## config.mk

```make
export PLATFORM = sky130hd
export DESIGN_NAME = rxd_ring_writer
export DESIGN_NICKNAME = d
export VERILOG_FILES = /design/src/rtl/rxd_pkg.sv /design/src/rtl/rxd_lane_pack.sv /design/src/rtl/rxd_ring_ptr.sv /design/src/rtl/rxd_ring_writer.sv
export SDC_FILE = /design/constraint.sdc
export NUM_CORES = 1
export LEC_CHECK = 0
export BUFFER_PORTS_ARGS = -buffer_cell sky130_fd_sc_hd__buf_4
export CAP_MARGIN = 20
export CORE_MARGIN = 2
export CORE_UTILIZATION = 57
export CTS_BUF_LIST = sky130_fd_sc_hd__clkbuf_4 sky130_fd_sc_hd__clkbuf_8 sky130_fd_sc_hd__clkbuf_16
export CTS_CLUSTER_DIAMETER = 150
export DETAILED_ROUTE_END_ITERATION = 6
export PLACE_DENSITY_LB_ADDON = 0.1
export SLEW_MARGIN = 30
export SYNTH_ARGS = -nofsm -noshare
export SYNTH_HDL_FRONTEND = slang
export SYNTH_SLANG_ARGS = --single-unit
```

## constraint.sdc

```tcl
create_clock -name clk -period 4.35 [get_ports clk]
set_clock_uncertainty 0.1 [all_clocks]
set_input_delay 0.87 -clock clk [delete_from_list [all_inputs] [get_ports clk]]
set_output_delay 0.87 -clock clk [all_outputs]
set_load 0.01 [all_outputs]
```

## src/rtl/rxd_pkg.sv

```systemverilog
package rxd_pkg;
  typedef enum logic [2:0] {
    S_IDLE, S_FETCH, S_CHECK, S_DATA, S_WD1, S_WD0, S_DROP
  } rxd_state_e;

  // descriptor word 0
  localparam int OWN_BIT  = 0;
  localparam int WRAP_BIT = 1;
  // descriptor word 1
  localparam int LEN_W    = 14;
  localparam int DESC_STRIDE = 8;
endpackage

```

## src/rtl/rxd_lane_pack.sv

```systemverilog
module rxd_lane_pack (
  input  logic        clk,
  input  logic        rst_n,
  input  logic        take,
  input  logic [1:0]  lane,
  input  logic [7:0]  din,
  output logic [31:0] word,
  output logic [3:0]  be
);
  logic [31:0] acc;

  assign word = ((lane == 2'd0) ? 32'd0 : acc) | (32'(din) << {lane, 3'b000});
  assign be   = 4'((5'd2 << lane) - 5'd1);

  always_ff @(posedge clk) begin
    if (!rst_n)    acc <= '0;
    else if (take) acc <= word;
  end

  // lanes fill in order, or restart at zero for a new buffer
  AST_LANE_ORDER: assert property (@(posedge clk) disable iff (!rst_n)
    take |=> (lane == $past(lane) + 2'd1) || (lane == 2'd0));
endmodule

```

## src/rtl/rxd_ring_ptr.sv

```systemverilog
module rxd_ring_ptr #(
  parameter int AW = 32
) (
  input  logic          clk,
  input  logic          rst_n,
  input  logic [AW-1:0] base,
  input  logic          adv,
  input  logic          wrap,
  output logic [AW-1:0] ptr
);
  import rxd_pkg::*;

  logic          at_base;
  logic [AW-1:0] nxt_q;

  assign ptr = at_base ? base : nxt_q;

  always_ff @(posedge clk) begin
    if (!rst_n) begin
      at_base <= 1'b1;
      nxt_q   <= '0;
    end else if (adv) begin
      if (wrap) begin
        at_base <= 1'b1;
      end else begin
        at_base <= 1'b0;
        nxt_q   <= ptr + AW'(DESC_STRIDE);
      end
    end
  end

  AST_STEP: assert property (@(posedge clk) disable iff (!rst_n)
    adv && !wrap |=> ptr == $past(ptr) + AW'(DESC_STRIDE));
  AST_WRAP: assert property (@(posedge clk) disable iff (!rst_n)
    adv && wrap |=> ptr == base);
endmodule

```

## src/rtl/rxd_ring_writer.sv

```systemverilog
module rxd_ring_writer #(
  parameter int AW        = 32,
  parameter int BUF_BYTES = 1536
) (
  input  logic          clk,
  input  logic          rst_n,
  input  logic          rx_en,
  input  logic [AW-1:0] ring_base,
  input  logic          s_valid,
  output logic          s_ready,
  input  logic [7:0]    s_data,
  input  logic          s_sof,
  input  logic          s_eof,
  output logic          mem_req,
  output logic          mem_we,
  output logic [AW-1:0] mem_addr,
  output logic [3:0]    mem_be,
  output logic [31:0]   mem_wdata,
  input  logic [31:0]   mem_rdata,
  output logic          bna
);
  import rxd_pkg::*;

  localparam int CW = $clog2(BUF_BYTES + 1);

  rxd_state_e    st;
  logic [CW-1:0] cnt;
  logic          first_q, ended_q;
  logic [31:0]   d0_q;
  logic [AW-1:0] buf_addr, ptr;
  logic          take, last_in_buf, word_wr, adv;
  logic [31:0]   pk_word;
  logic [3:0]    pk_be;

  assign take        = (st == S_DATA) && s_valid;
  assign last_in_buf = (cnt == CW'(BUF_BYTES - 1));
  assign word_wr     = take && ((cnt[1:0] == 2'd3) || s_eof || last_in_buf);
  assign adv         = (st == S_WD0);

  rxd_lane_pack u_pack (
    .clk(clk), .rst_n(rst_n), .take(take), .lane(cnt[1:0]),
    .din(s_data), .word(pk_word), .be(pk_be)
  );

  rxd_ring_ptr #(.AW(AW)) u_ptr (
    .clk(clk), .rst_n(rst_n), .base(ring_base), .adv(adv),
    .wrap(d0_q[WRAP_BIT]), .ptr(ptr)
  );

  always_comb begin
    s_ready   = 1'b0;
    mem_req   = 1'b0;
    mem_we    = 1'b0;
    mem_addr  = '0;
    mem_be    = 4'h0;
    mem_wdata = '0;
    bna       = 1'b0;
    unique case (st)
      S_IDLE:  s_ready = !(rx_en && s_sof);
      S_FETCH: begin
        mem_req  = 1'b1;
        mem_addr = ptr;
      end
      S_CHECK: bna = mem_rdata[OWN_BIT];
      S_DATA: begin
        s_ready   = 1'b1;
        mem_req   = word_wr;
        mem_we    = word_wr;
        mem_addr  = buf_addr + AW'({cnt[CW-1:2], 2'b00});
        mem_be    = pk_be;
        mem_wdata = pk_word;
      end
      S_WD1: begin
        mem_req   = 1'b1;
        mem_we    = 1'b1;
        mem_addr  = ptr + AW'(4);
        mem_be    = 4'hF;
        mem_wdata = 32'({ended_q, first_q, LEN_W'(cnt)});
      end
      S_WD0: begin
        mem_req   = 1'b1;
        mem_we    = 1'b1;
        mem_addr  = ptr;
        mem_be    = 4'hF;
        mem_wdata = d0_q | 32'(1 << OWN_BIT);
      end
      S_DROP:  s_ready = 1'b1;
      default: ;
    endcase
  end

  always_ff @(posedge clk) begin
    if (!rst_n) begin
      st       <= S_IDLE;
      cnt      <= '0;
      first_q  <= 1'b0;
      ended_q  <= 1'b0;
      d0_q     <= '0;
      buf_addr <= '0;
    end else begin
      unique case (st)
        S_IDLE: if (s_valid && s_sof && rx_en) begin
          first_q <= 1'b1;
          st      <= S_FETCH;
        end
        S_FETCH: st <= S_CHECK;
        S_CHECK: begin
          if (mem_rdata[OWN_BIT]) begin
            st <= S_DROP;
          end else begin
            d0_q     <= mem_rdata;
            buf_addr <= AW'({mem_rdata[31:2], 2'b00});
            cnt      <= '0;
            st       <= S_DATA;
          end
        end
        S_DATA: if (take) begin
          cnt <= cnt + CW'(1);
          if (s_eof || last_in_buf) begin
            ended_q <= s_eof;
            st      <= S_WD1;
          end
        end
        S_WD1: st <= S_WD0;
        S_WD0: begin
          first_q <= 1'b0;
          st      <= ended_q ? S_IDLE : S_FETCH;
        end
        S_DROP: if (s_valid && s_eof) st <= S_IDLE;
        default: st <= S_IDLE;
      endcase
    end
  end

  AST_BNA_AFTER_READ: assert property (@(posedge clk) disable iff (!rst_n)
    bna |-> $past(mem_req && !mem_we));
  AST_WB_ORDER: assert property (@(posedge clk) disable iff (!rst_n)
    (st == S_WD0) |-> $past(mem_req && mem_we) && ($past(mem_addr) == ptr + AW'(4)));
  AST_BUF_BOUND: assert property (@(posedge clk) disable iff (!rst_n)
    (st == S_DATA) |-> cnt < CW'(BUF_BYTES));
  AST_NO_WRITE_AFTER_BNA: assert property (@(posedge clk) disable iff (!rst_n)
    bna |=> !mem_req);
endmodule

```

==> metrics.md <==
| Metric | Value |
|---|---|
| Initial antenna violation count | 0 |
| Slew @ Worst Pin | 0.812 ns |
| CTS tree | done |
| Synth async-reset ratio | 0 |
| R2r worst-path depth | 8 |
| Grt ovf | 0 |
| Final worst-path cycle share | 0.938 |
| CP Capture Type | output pin |
| Detailed Place HPWL | 19.3 mm |
| Syn Std Cell Area | 8020 um2 |
| Clock transition at path regs | 0.08 ns |
| Global Route Usage Sum | 0.354 |
| Commonest non-fill, non-tap cell in the layout | nand2_1 |
| Skew-Pair Late Insertion Delay | 0.38 ns |
| Pre-antenna DRT Iters | 7 |
| Leakage | 3.69 nW |
| I/O pin cnt | 150 |
| Layout fillers | 1234 |
| Input/output buffers | 149 |
| Syn Nets | 1214 |
| Slowest Stage Delay on Critical Path | 0.64 ns |
| Outcome | finished, final reports clean |
| WHS Endpoint | u_ptr.nxt_q[1] |
| CP dominant cell by count | buf_4 |
| Category of the most critical setup path | reg -> out |
| TritonCTS Buffers | 9 |
| Drt total wl | 26.3 mm |
| Hold path cells | 2 |
| Maximum Capacitance Violations | 0 |
| Hold_sp | u_ptr.nxt_q[1] |
| Max frequency | 245 MHz |
| Clock Sink Count | 112 |
| R2R Path Start | u_ptr.at_base |
| Final setup fails | 0 |
| H-tree levels | 3 |
| Root Driver | clkbuf_16 |
| EDFF count, synth | 0 |
| First-pass GRT wire length | 41.8 mm |
| Worst EP arrival | 3.11 ns |
| Cts repair resizes | 0 |
| Startpoint Class | register |
| Synth Register Bits | 112 |
| Vias per cell | 6.24 |
| Critical path cell sequence | mux2i_1, inv_1, ha_1, a21boi_1, buf_4, nand4_1, or3_1, nand3_1, o221ai_1, buf_4 |
| FF-to-FF setup slack | 1.39 ns |
| Max rail drop VDD | 0.241 mV |
| HP Class | reg -> reg |
| Cts hold-fix bufs | 0 |
| Reg-to-Reg End | u_ptr.nxt_q[28] |
| Die area | 15000 um2 |
| CP delay by family, top | simple AND/OR/NAND/NOR gates |
| RSZ-0062 raised after global routing | false |
| Mapped Cells | 1120 |
| Synth Flop Type | dfxtp_1 |
| Num rows | 43 |
| Nets | 1333 |
| Iter 0 DRT Violations | 986 |
| YS warnings | 0 |
| Crit path buf inv count | 3 |
| Core area | 13800 um2 |
| Bufs on Longest Clock Path | 2 |
| Post-synth cell types | 66 |
| Final hold vios | 0 |
| Via count | 8882 |
| Initial Util | 0.580 |
| Antenna Diode Count | 0 |
| DIE HEIGHT | 123 um |
| Max-slew violations | 0 |
| CP max stage cell | dfxtp_4 |
| Avg WL per Cell | 18.5 um |
| DRC viols | 0 |
| Post-CTS Setup Inserts | 0 |
| Crit-path max FO | 40 |
| Slew HR | 0.458 |
| Layout area overhead | 20.1% |
| Minimum clock period | 4.08 ns |
| GP Congestion | 0.946 |
| Crit path from | u_ptr.at_base |
| Syn_area_per_cell | 7.16 um2 |
| Vias in the first global route | 7960 |
| Most frequent cells in the layout | nand2_1 (182), buf_4 (179), a21oi_1 (115) |
| Post-route ant nets | 0 |
| Tot Pwr | 2.71 mW |
| Largest net degree at the start of global routing | 66 |
| Die W | 123 um |
| Post-synthesis sequential area ratio | 0.280 |
| Layout cells sized above 1 | 0.174 |
| Critical path data required time | 3.38 ns |
| PwrDens | 282 nW/um2 |
| Setup TNS | 0 ns |
==> Yosys cell counts (all sizes together), types with 7 or more instances <==
cell type / n / share of area
a211oi: 38 / 0.036
a21oi: 115 / 0.072
a22o: 14 / 0.015
a31oi: 7 / 0.0055
and2: 8 / 0.0062
and3: 17 / 0.013
buf: 9 / 0.0072
clkbuf: 62 / 0.029
dfxtp: 112 / 0.28
ha: 15 / 0.023
inv: 15 / 0.0070
mux2i: 31 / 0.039
nand2: 183 / 0.086
nand3: 58 / 0.038
nand3b: 18 / 0.017
nand4: 20 / 0.016
nor2: 98 / 0.046
nor2b: 37 / 0.029
nor3: 10 / 0.0069
o21ai: 85 / 0.053
o221ai: 11 / 0.012
o22ai: 9 / 0.0070
or3: 9 / 0.0070
xnor2: 31 / 0.034
xor2: 30 / 0.033
==> registers in the layout (all words and copies together), names as in the netlist <==
signal         flops
first_q            1
st                 3
ended_q            1
u_pack.acc        32
u_ptr.nxt_q       32
cnt               11
buf_addr          30
u_ptr.at_base      1
d0_q               1
==> power breakdown <==
group	internal (mW)	switching [mW]
sequential	1.07	0.0578
clock	0.427	0.448
combinational	0.296	0.420
total	1.79	0.926
==> final cells by class <==
class	instances	area, um2	area share
Multi-Input combinational cell	922	5450	0.566
Sequential cell	112	2250	0.233
Timing Repair Buffer	179	1340	0.139
Clock buffer	10	239	0.0248
Tap cell	180	225	0.0234
Clock inverter	6	72.6	0.00753
Inverter	15	56.3	0.00584
==> worst max path at each step <==
stage | depth (start not counted) | endpoint
2_1_floorplan | 13 | mem_addr[30]
3_3_place_gp | 10 | mem_addr[16]
3_5_place_dp | 10 | mem_addr[16]
4_1_cts | 9 | mem_addr[16]
5_1_grt | 8 | mem_addr[29]
6_report | 10 | mem_addr[24]
==> kinds of logic after synthesis <==
| kind of cell | Yosys count | synth area share |
|---|---|---|
| AOI/OAI and AO/OA | 331 | 0.256 |
| xor gates and xnor gates | 61 | 0.0666 |
| adders and majority gates | 16 | 0.0259 |
| buffers and inverters | 86 | 0.0432 |
| DFF | 112 | 0.280 |
| muxes | 35 | 0.0443 |
| and+or+nand+nor | 479 | 0.284 |
==> worst register-to-register path, delay by kind of cell (launching register included) <==
family                 cells  cell delay [ns]
AOI/OAI and AO/OA          3             0.82
and+or+nand+nor            3             0.76
DFF                        1             0.64
buffers and inverters      2             0.54
==> layer usage <==
metal / global-route usage / share of wire
met5: 0 / 0
met4: 0.116 / 0.023
met3: 0.0646 / 0.081
met2: 0.553 / 0.46
met1: 0.494 / 0.43
==> per-stage QoR <==
step,worst slack (ns),utilization,std cells,hold WS [ns],instance area (um2)
after floorplan,0.179,-,1120,0.336,8020
after global placement,0.504,0.674,1408,0.346,9320
after detailed placement,0.431,0.674,1408,0.350,9320
after CTS,0.273,0.696,1424,0.364,9630
after global routing,0.0736,0.697,1424,0.396,9630
final,0.268,0.697,1424,0.363,9630
No activity file was read; power rests on OpenSTA's default activity.
